$ cat config.mk
export PLATFORM = sky130hd
export DESIGN_NAME = vsup_rst_seq
export DESIGN_NICKNAME = d
export VERILOG_FILES = /design/src/rtl/vsup_rst_seq.sv
export SDC_FILE = /design/constraint.sdc
export NUM_CORES = 1
export LEC_CHECK = 0
export BUFFER_PORTS_ARGS = -buffer_cell sky130_fd_sc_hd__clkbuf_2
export CORE_MARGIN = 8
export CORE_UTILIZATION = 30
export CTS_BUF_LIST = sky130_fd_sc_hd__clkbuf_16
export CTS_CLUSTER_DIAMETER = 120
export CTS_CLUSTER_SIZE = 30
export DETAILED_ROUTE_END_ITERATION = 10
export GPL_ROUTABILITY_DRIVEN = 0
export RECOVER_POWER = 50
export SYNTH_ARGS = -nofsm -noshare
export SYNTH_HDL_FRONTEND = slang
export SYNTH_SLANG_ARGS = --single-unit
$ cat constraint.sdc
create_clock -name clk -period 2.1 [get_ports clk]
set_clock_uncertainty 0.1 [all_clocks]
set_input_delay 0.21 -clock clk [delete_from_list [all_inputs] [get_ports clk]]
set_output_delay 0.21 -clock clk [all_outputs]
set_load 0.02 [all_outputs]
$ cat src/rtl/vsup_rst_seq.sv
module vsup_rst_seq #(
  parameter int DELAY_CYC = 16500,
  parameter int BLANK_CYC = 7,
  parameter int REACT_CYC = 10
) (
  input  logic clk,
  input  logic por_n,
  input  logic en,
  input  logic sup_above_hi,
  input  logic sup_below_lo,
  output logic rst_n,
  output logic rel_pulse
);
  localparam int DW = $clog2(DELAY_CYC + 1);
  localparam int BW = $clog2(BLANK_CYC + 1);

  generate
    if (BLANK_CYC < 1 || DELAY_CYC < 1 || BLANK_CYC > REACT_CYC) begin : g_bad_cfg
      $error("vsup_rst_seq: invalid timing parameters");
    end
  endgenerate

  logic          live_q;
  logic          rel_q;
  logic [DW-1:0] dly_q;
  logic [BW-1:0] blk_q;

  wire good     = sup_above_hi & ~sup_below_lo;
  wire dly_done = good && (dly_q == DW'(DELAY_CYC - 1));
  wire blk_done = sup_below_lo && (blk_q == BW'(BLANK_CYC - 1));

  always_ff @(posedge clk or negedge por_n) begin
    if (!por_n) begin
      live_q <= 1'b0;
      rel_q  <= 1'b0;
      dly_q  <= '0;
      blk_q  <= '0;
    end else if (!en) begin
      live_q <= 1'b0;
      rel_q  <= 1'b0;
      dly_q  <= '0;
      blk_q  <= '0;
    end else if (!live_q) begin
      blk_q <= '0;
      rel_q <= 1'b0;
      if (!good) begin
        dly_q <= '0;
      end else if (dly_done) begin
        dly_q  <= '0;
        live_q <= 1'b1;
        rel_q  <= 1'b1;
      end else begin
        dly_q <= dly_q + 1'b1;
      end
    end else begin
      rel_q <= 1'b0;
      dly_q <= '0;
      if (!sup_below_lo) begin
        blk_q <= '0;
      end else if (blk_done) begin
        blk_q  <= '0;
        live_q <= 1'b0;
      end else begin
        blk_q <= blk_q + 1'b1;
      end
    end
  end

  assign rst_n     = live_q & en;
  assign rel_pulse = rel_q & en;
endmodule

==> run_summary.xml <==
<?xml version="1.0" encoding="UTF-8"?>
<metrics>
  <group name="status">
    <metric name="outcome" unit="">finished clean</metric>
  </group>
  <group name="timing">
    <metric name="fin_setup_tns" unit="ns">0</metric>
    <metric name="final_min_period_over_clock_period" unit="%">81.9</metric>
    <metric name="tightest_slew" unit="ns">1.07</metric>
    <metric name="grt_setup_unrepaired" unit="">no</metric>
    <metric name="finalSetupViolations" unit="">0</metric>
    <metric name="post-route-min-period" unit="ns">1.72</metric>
    <metric name="timing.slew.headroom" unit="%">28.9</metric>
    <metric name="finalMaxSlewViolations" unit="">0</metric>
    <metric name="fin_ws" unit="ns">0.380</metric>
    <metric name="max_freq" unit="GHz">0.581</metric>
    <metric name="final_report_hold_violation_count" unit="">0</metric>
    <metric name="holdWs" unit="ns">0.127</metric>
  </group>
  <group name="floorplan">
    <metric name="dieWidth" unit="um">74.5</metric>
    <metric name="dieArea" unit="sq mm">0.00555</metric>
    <metric name="initial_core_util" unit="%">31.0</metric>
    <metric name="floorplan.io_pins" unit="">7</metric>
    <metric name="die_height" unit="um">74.5</metric>
    <metric name="placement_rows" unit="">21</metric>
    <metric name="core" unit="sq mm">0.00331</metric>
  </group>
  <group name="layout">
    <metric name="insertedDiodeCount" unit="">0</metric>
    <metric name="drive_gt1_share" unit="%">18.5</metric>
    <metric name="fillers" unit="">355</metric>
    <metric name="finish.cell_count_without_fillers" unit="">154</metric>
    <metric name="final_net_count" unit="">117</metric>
    <metric name="syn2layout_area_growth" unit="%">16.7</metric>
  </group>
  <group name="clock_network">
    <metric name="max-clock-path-buffers" unit="">2</metric>
    <metric name="cts_post_setup_buffers_inserted" unit="">0</metric>
    <metric name="cts.htree.levels" unit="">1</metric>
    <metric name="cts.reportedPaths.clkPinSlew" unit="ns">0.05</metric>
    <metric name="tritoncts" unit="">yes</metric>
    <metric name="ctsRootBufferMaster" unit="">sky130_fd_sc_hd__clkbuf_16</metric>
    <metric name="cts.repair.resized" unit="">0</metric>
    <metric name="clkSinkCount" unit="">20</metric>
    <metric name="later_pin_clock_latency_in_the_skew_report" unit="ns">0.25</metric>
    <metric name="cts_made_buffers" unit="">3</metric>
  </group>
  <group name="detailed_routing">
    <metric name="vias_cell" unit="">4.70</metric>
    <metric name="drt_drc_violations_left" unit="">0</metric>
    <metric name="detail_route.wirelength" unit="mm">1.87</metric>
    <metric name="routedWlPerCell" unit="um">12.2</metric>
    <metric name="detail-route-antenna-nets" unit="">0</metric>
    <metric name="num_vias" unit="">724</metric>
    <metric name="first_iter_violations" unit="">45</metric>
    <metric name="drt-pass1-iter-count" unit="">3</metric>
  </group>
  <group name="synthesis">
    <metric name="syn-instance-count" unit="">97</metric>
    <metric name="syn_nets" unit="">105</metric>
    <metric name="number_of_warning_messages_in_the_yosys_log" unit="">0</metric>
    <metric name="ys_dominant_reg_cell" unit="">sky130_fd_sc_hd__dfrtp_1</metric>
    <metric name="async_flop_share" unit="%">100</metric>
    <metric name="synth.yosys.seq_area_share" unit="%">48.8</metric>
    <metric name="yosysUniqueCellTypes" unit="">27</metric>
    <metric name="synthDominantCellAreaShare" unit="%">48.8</metric>
    <metric name="synth.largest_area_cell" unit="">sky130_fd_sc_hd__dfrtp_1</metric>
    <metric name="syn-cell-area" unit="sq mm">0.00103</metric>
    <metric name="post_synthesis_mean_instance_area" unit="sq um">10.6</metric>
    <metric name="synth_enable_flop_cells" unit="">0</metric>
    <metric name="synth_seq_cells" unit="">20</metric>
    <metric name="netlist_top_cells_area" unit="">sky130_fd_sc_hd__dfrtp_1, sky130_fd_sc_hd__xnor2_1, sky130_fd_sc_hd__nor2_1</metric>
  </group>
  <group name="run">
    <metric name="max-cap-violations" unit="">0</metric>
  </group>
  <group name="power">
    <metric name="worst_ir_drop_vdd" unit="mV">0.248</metric>
    <metric name="p_leak" unit="nW">0.462</metric>
    <metric name="power-per-cell-area" unit="mW/mm^2">667</metric>
    <metric name="fin_total_pwr" unit="mW">0.798</metric>
  </group>
  <group name="place">
    <metric name="pre_cts_ws" unit="ns">0.370</metric>
    <metric name="place_inst" unit="">149</metric>
    <metric name="numPortBuffers" unit="">6</metric>
    <metric name="detailed_place_hpwl" unit="mm">1.37</metric>
  </group>
  <group name="global_route">
    <metric name="grt_pass1_wl" unit="mm">3.31</metric>
    <metric name="use_met3" unit="%">2.70</metric>
    <metric name="grt_max_degree" unit="">21</metric>
    <metric name="grt_antenna_before_repair" unit="">0</metric>
    <metric name="grtUsageTotal" unit="%">7.92</metric>
    <metric name="met1_usage" unit="%">9.57</metric>
    <metric name="globalRouteOverflowTotal" unit="">0</metric>
    <metric name="number_of_global_route_vias_before_repair" unit="">750</metric>
    <metric name="gr-max-usage-layer" unit="">met2</metric>
    <metric name="groute.layer.met2.usage" unit="%">11.9</metric>
  </group>
  <group name="setup_path">
    <metric name="timing.critical_path.arrival" unit="ns">1.76</metric>
    <metric name="worst-path-buf-inv" unit="">1</metric>
    <metric name="path_cells" unit="">ha_1 -&gt; nor4bb_1 -&gt; nand4_1 -&gt; nand2_1 -&gt; buf_4 -&gt; nor2_1</metric>
    <metric name="critical_path_required" unit="ns">2.14</metric>
    <metric name="slowest_delay" unit="ns">0.40</metric>
    <metric name="timing.critical_path.slowest_stage_cell" unit="">sky130_fd_sc_hd__dfrtp_1</metric>
    <metric name="worst_setup_path_start_kind" unit="">register</metric>
    <metric name="timing.setup.critical_path_class" unit="">reg -&gt; reg</metric>
    <metric name="path_max_fanout" unit="">14</metric>
    <metric name="cpLargestDelayFamily" unit="">simple AND/OR/NAND/NOR gates</metric>
    <metric name="timing.critical_path.to_type" unit="">register</metric>
  </group>
  <group name="min_path">
    <metric name="worst_hold_check_path_type" unit="">in -&gt; reg</metric>
  </group>
</metrics>
==> worst reg2reg max path: stages (launching register included) <==
cell,delay [ns]
sky130_fd_sc_hd__dfrtp_1,0.40
sky130_fd_sc_hd__ha_1,0.24
sky130_fd_sc_hd__nor4bb_1,0.30
sky130_fd_sc_hd__nand4_1,0.20
sky130_fd_sc_hd__nand2_1,0.10
sky130_fd_sc_hd__buf_4,0.20
sky130_fd_sc_hd__nor2_1,0.07
==> per-layer routing <==
layer	vias up	share of wire, %
met4	0	2.0
met1	362	49
met5	-	0
met2	6	44
met3	4	4.6
li1	352	-
==> kinds of logic (layout without fill, tap and decap cells) <==
group / count (synthesis) / count (layout) / share of synthesized area [%]
DFF: 20 / 20 / 48.8
adders and majority gates: 3 / 3 / 3.66
and+or+nand+nor: 53 / 53 / 32.0
xor gates and xnor gates: 13 / 13 / 11.1
muxes: 1 / 1 / 0.976
buffers and inverters: 5 / 16 / 2.56
AOI/OAI and AO/OA: 2 / 2 / 0.975
==> where the power goes <==
part	switching, mW	internal (mW)	total (mW)
logic	0.0146	0.00683	0.0214
clock network	0.136	0.253	0.389
registers	0.00111	0.387	0.388
total	0.151	0.647	0.798
==> placed cells by master (no fill, tap or decap), types with 2 or more instances in the layout <==
cell type / instances
sky130_fd_sc_hd__nor4bb_1: 2
sky130_fd_sc_hd__and2_1: 2
sky130_fd_sc_hd__dfrtp_1: 20
sky130_fd_sc_hd__nor2_1: 16
sky130_fd_sc_hd__nand3_1: 4
sky130_fd_sc_hd__nor3_1: 3
sky130_fd_sc_hd__nor4_1: 2
sky130_fd_sc_hd__and3_1: 2
sky130_fd_sc_hd__xnor2_1: 12
sky130_fd_sc_hd__clkbuf_16: 3
sky130_fd_sc_hd__nor2_2: 2
sky130_fd_sc_hd__nand3_2: 2
sky130_fd_sc_hd__nand2_1: 6
sky130_fd_sc_hd__nor4_2: 4
sky130_fd_sc_hd__nand4_1: 2
sky130_fd_sc_hd__clkbuf_2: 5
sky130_fd_sc_hd__inv_1: 4
sky130_fd_sc_hd__ha_1: 3
==> registers in the layout, summed over array words and instances, names as in the netlist <==
signal,cells
blk_q,3
dly_q,15
rel_q,1
live_q,1
==> cells in the mapped netlist (2+ instances only) <==
cell / instances
sky130_fd_sc_hd__nor4_2: 4
sky130_fd_sc_hd__xnor2_1: 12
sky130_fd_sc_hd__nand4_1: 2
sky130_fd_sc_hd__nor2_1: 16
sky130_fd_sc_hd__ha_1: 3
sky130_fd_sc_hd__dfrtp_1: 20
sky130_fd_sc_hd__nor2_2: 2
sky130_fd_sc_hd__nand2_1: 6
sky130_fd_sc_hd__nor4_1: 2
sky130_fd_sc_hd__and2_1: 2
sky130_fd_sc_hd__nand3_2: 2
sky130_fd_sc_hd__nand3_1: 4
sky130_fd_sc_hd__nor3_1: 3
sky130_fd_sc_hd__nor4bb_1: 2
sky130_fd_sc_hd__and3_1: 2
sky130_fd_sc_hd__inv_1: 4
==> cell type report <==
class,count,area (sq um),area share (%)
Sequential cell,20,500,41.8
Multi-Input combinational cell,72,499,41.7
Clock buffer,3,75.1,6.27
Tap cell,46,57.6,4.81
Timing Repair Buffer,8,46.3,3.87
Inverter,4,15.0,1.25
Clock inverter,1,3.75,0.313
==> per-stage QoR <==
| step | cell area (sq um) | utilization (%) |
|---|---|---|
| 2_1_floorplan | 1030 | - |
| 3_3_place_gp | 1110 | 33.5 |
| 3_5_place_dp | 1110 | 33.5 |
| 4_1_cts | 1200 | 36.2 |
| 5_1_grt | 1200 | 36.2 |
| 6_report | 1200 | 36.2 |
==> final timing paths <==
check | from | to | slack [ns] | cells after the start
worst max register to register | dly_q[0] | dly_q[7] | 0.38 | 6
worst max-delay path | dly_q[0] | dly_q[7] | 0.38 | 6
min in group asynchronous | por_n | dly_q[13] | 0.57 | 2
max in group asynchronous | por_n | dly_q[2] | 0.69 | 2
worst min register to register | blk_q[0] | blk_q[0] | 0.35 | 1
worst min-delay path | en | live_q | 0.13 | 3
==> timing repair <==
item                       4_1_cts  5_1_grt
setup endpoints to repair        0        0
hold buffers                     1        0
hold endpoints to repair        20        0
Power figures use the tool's default switching activity.
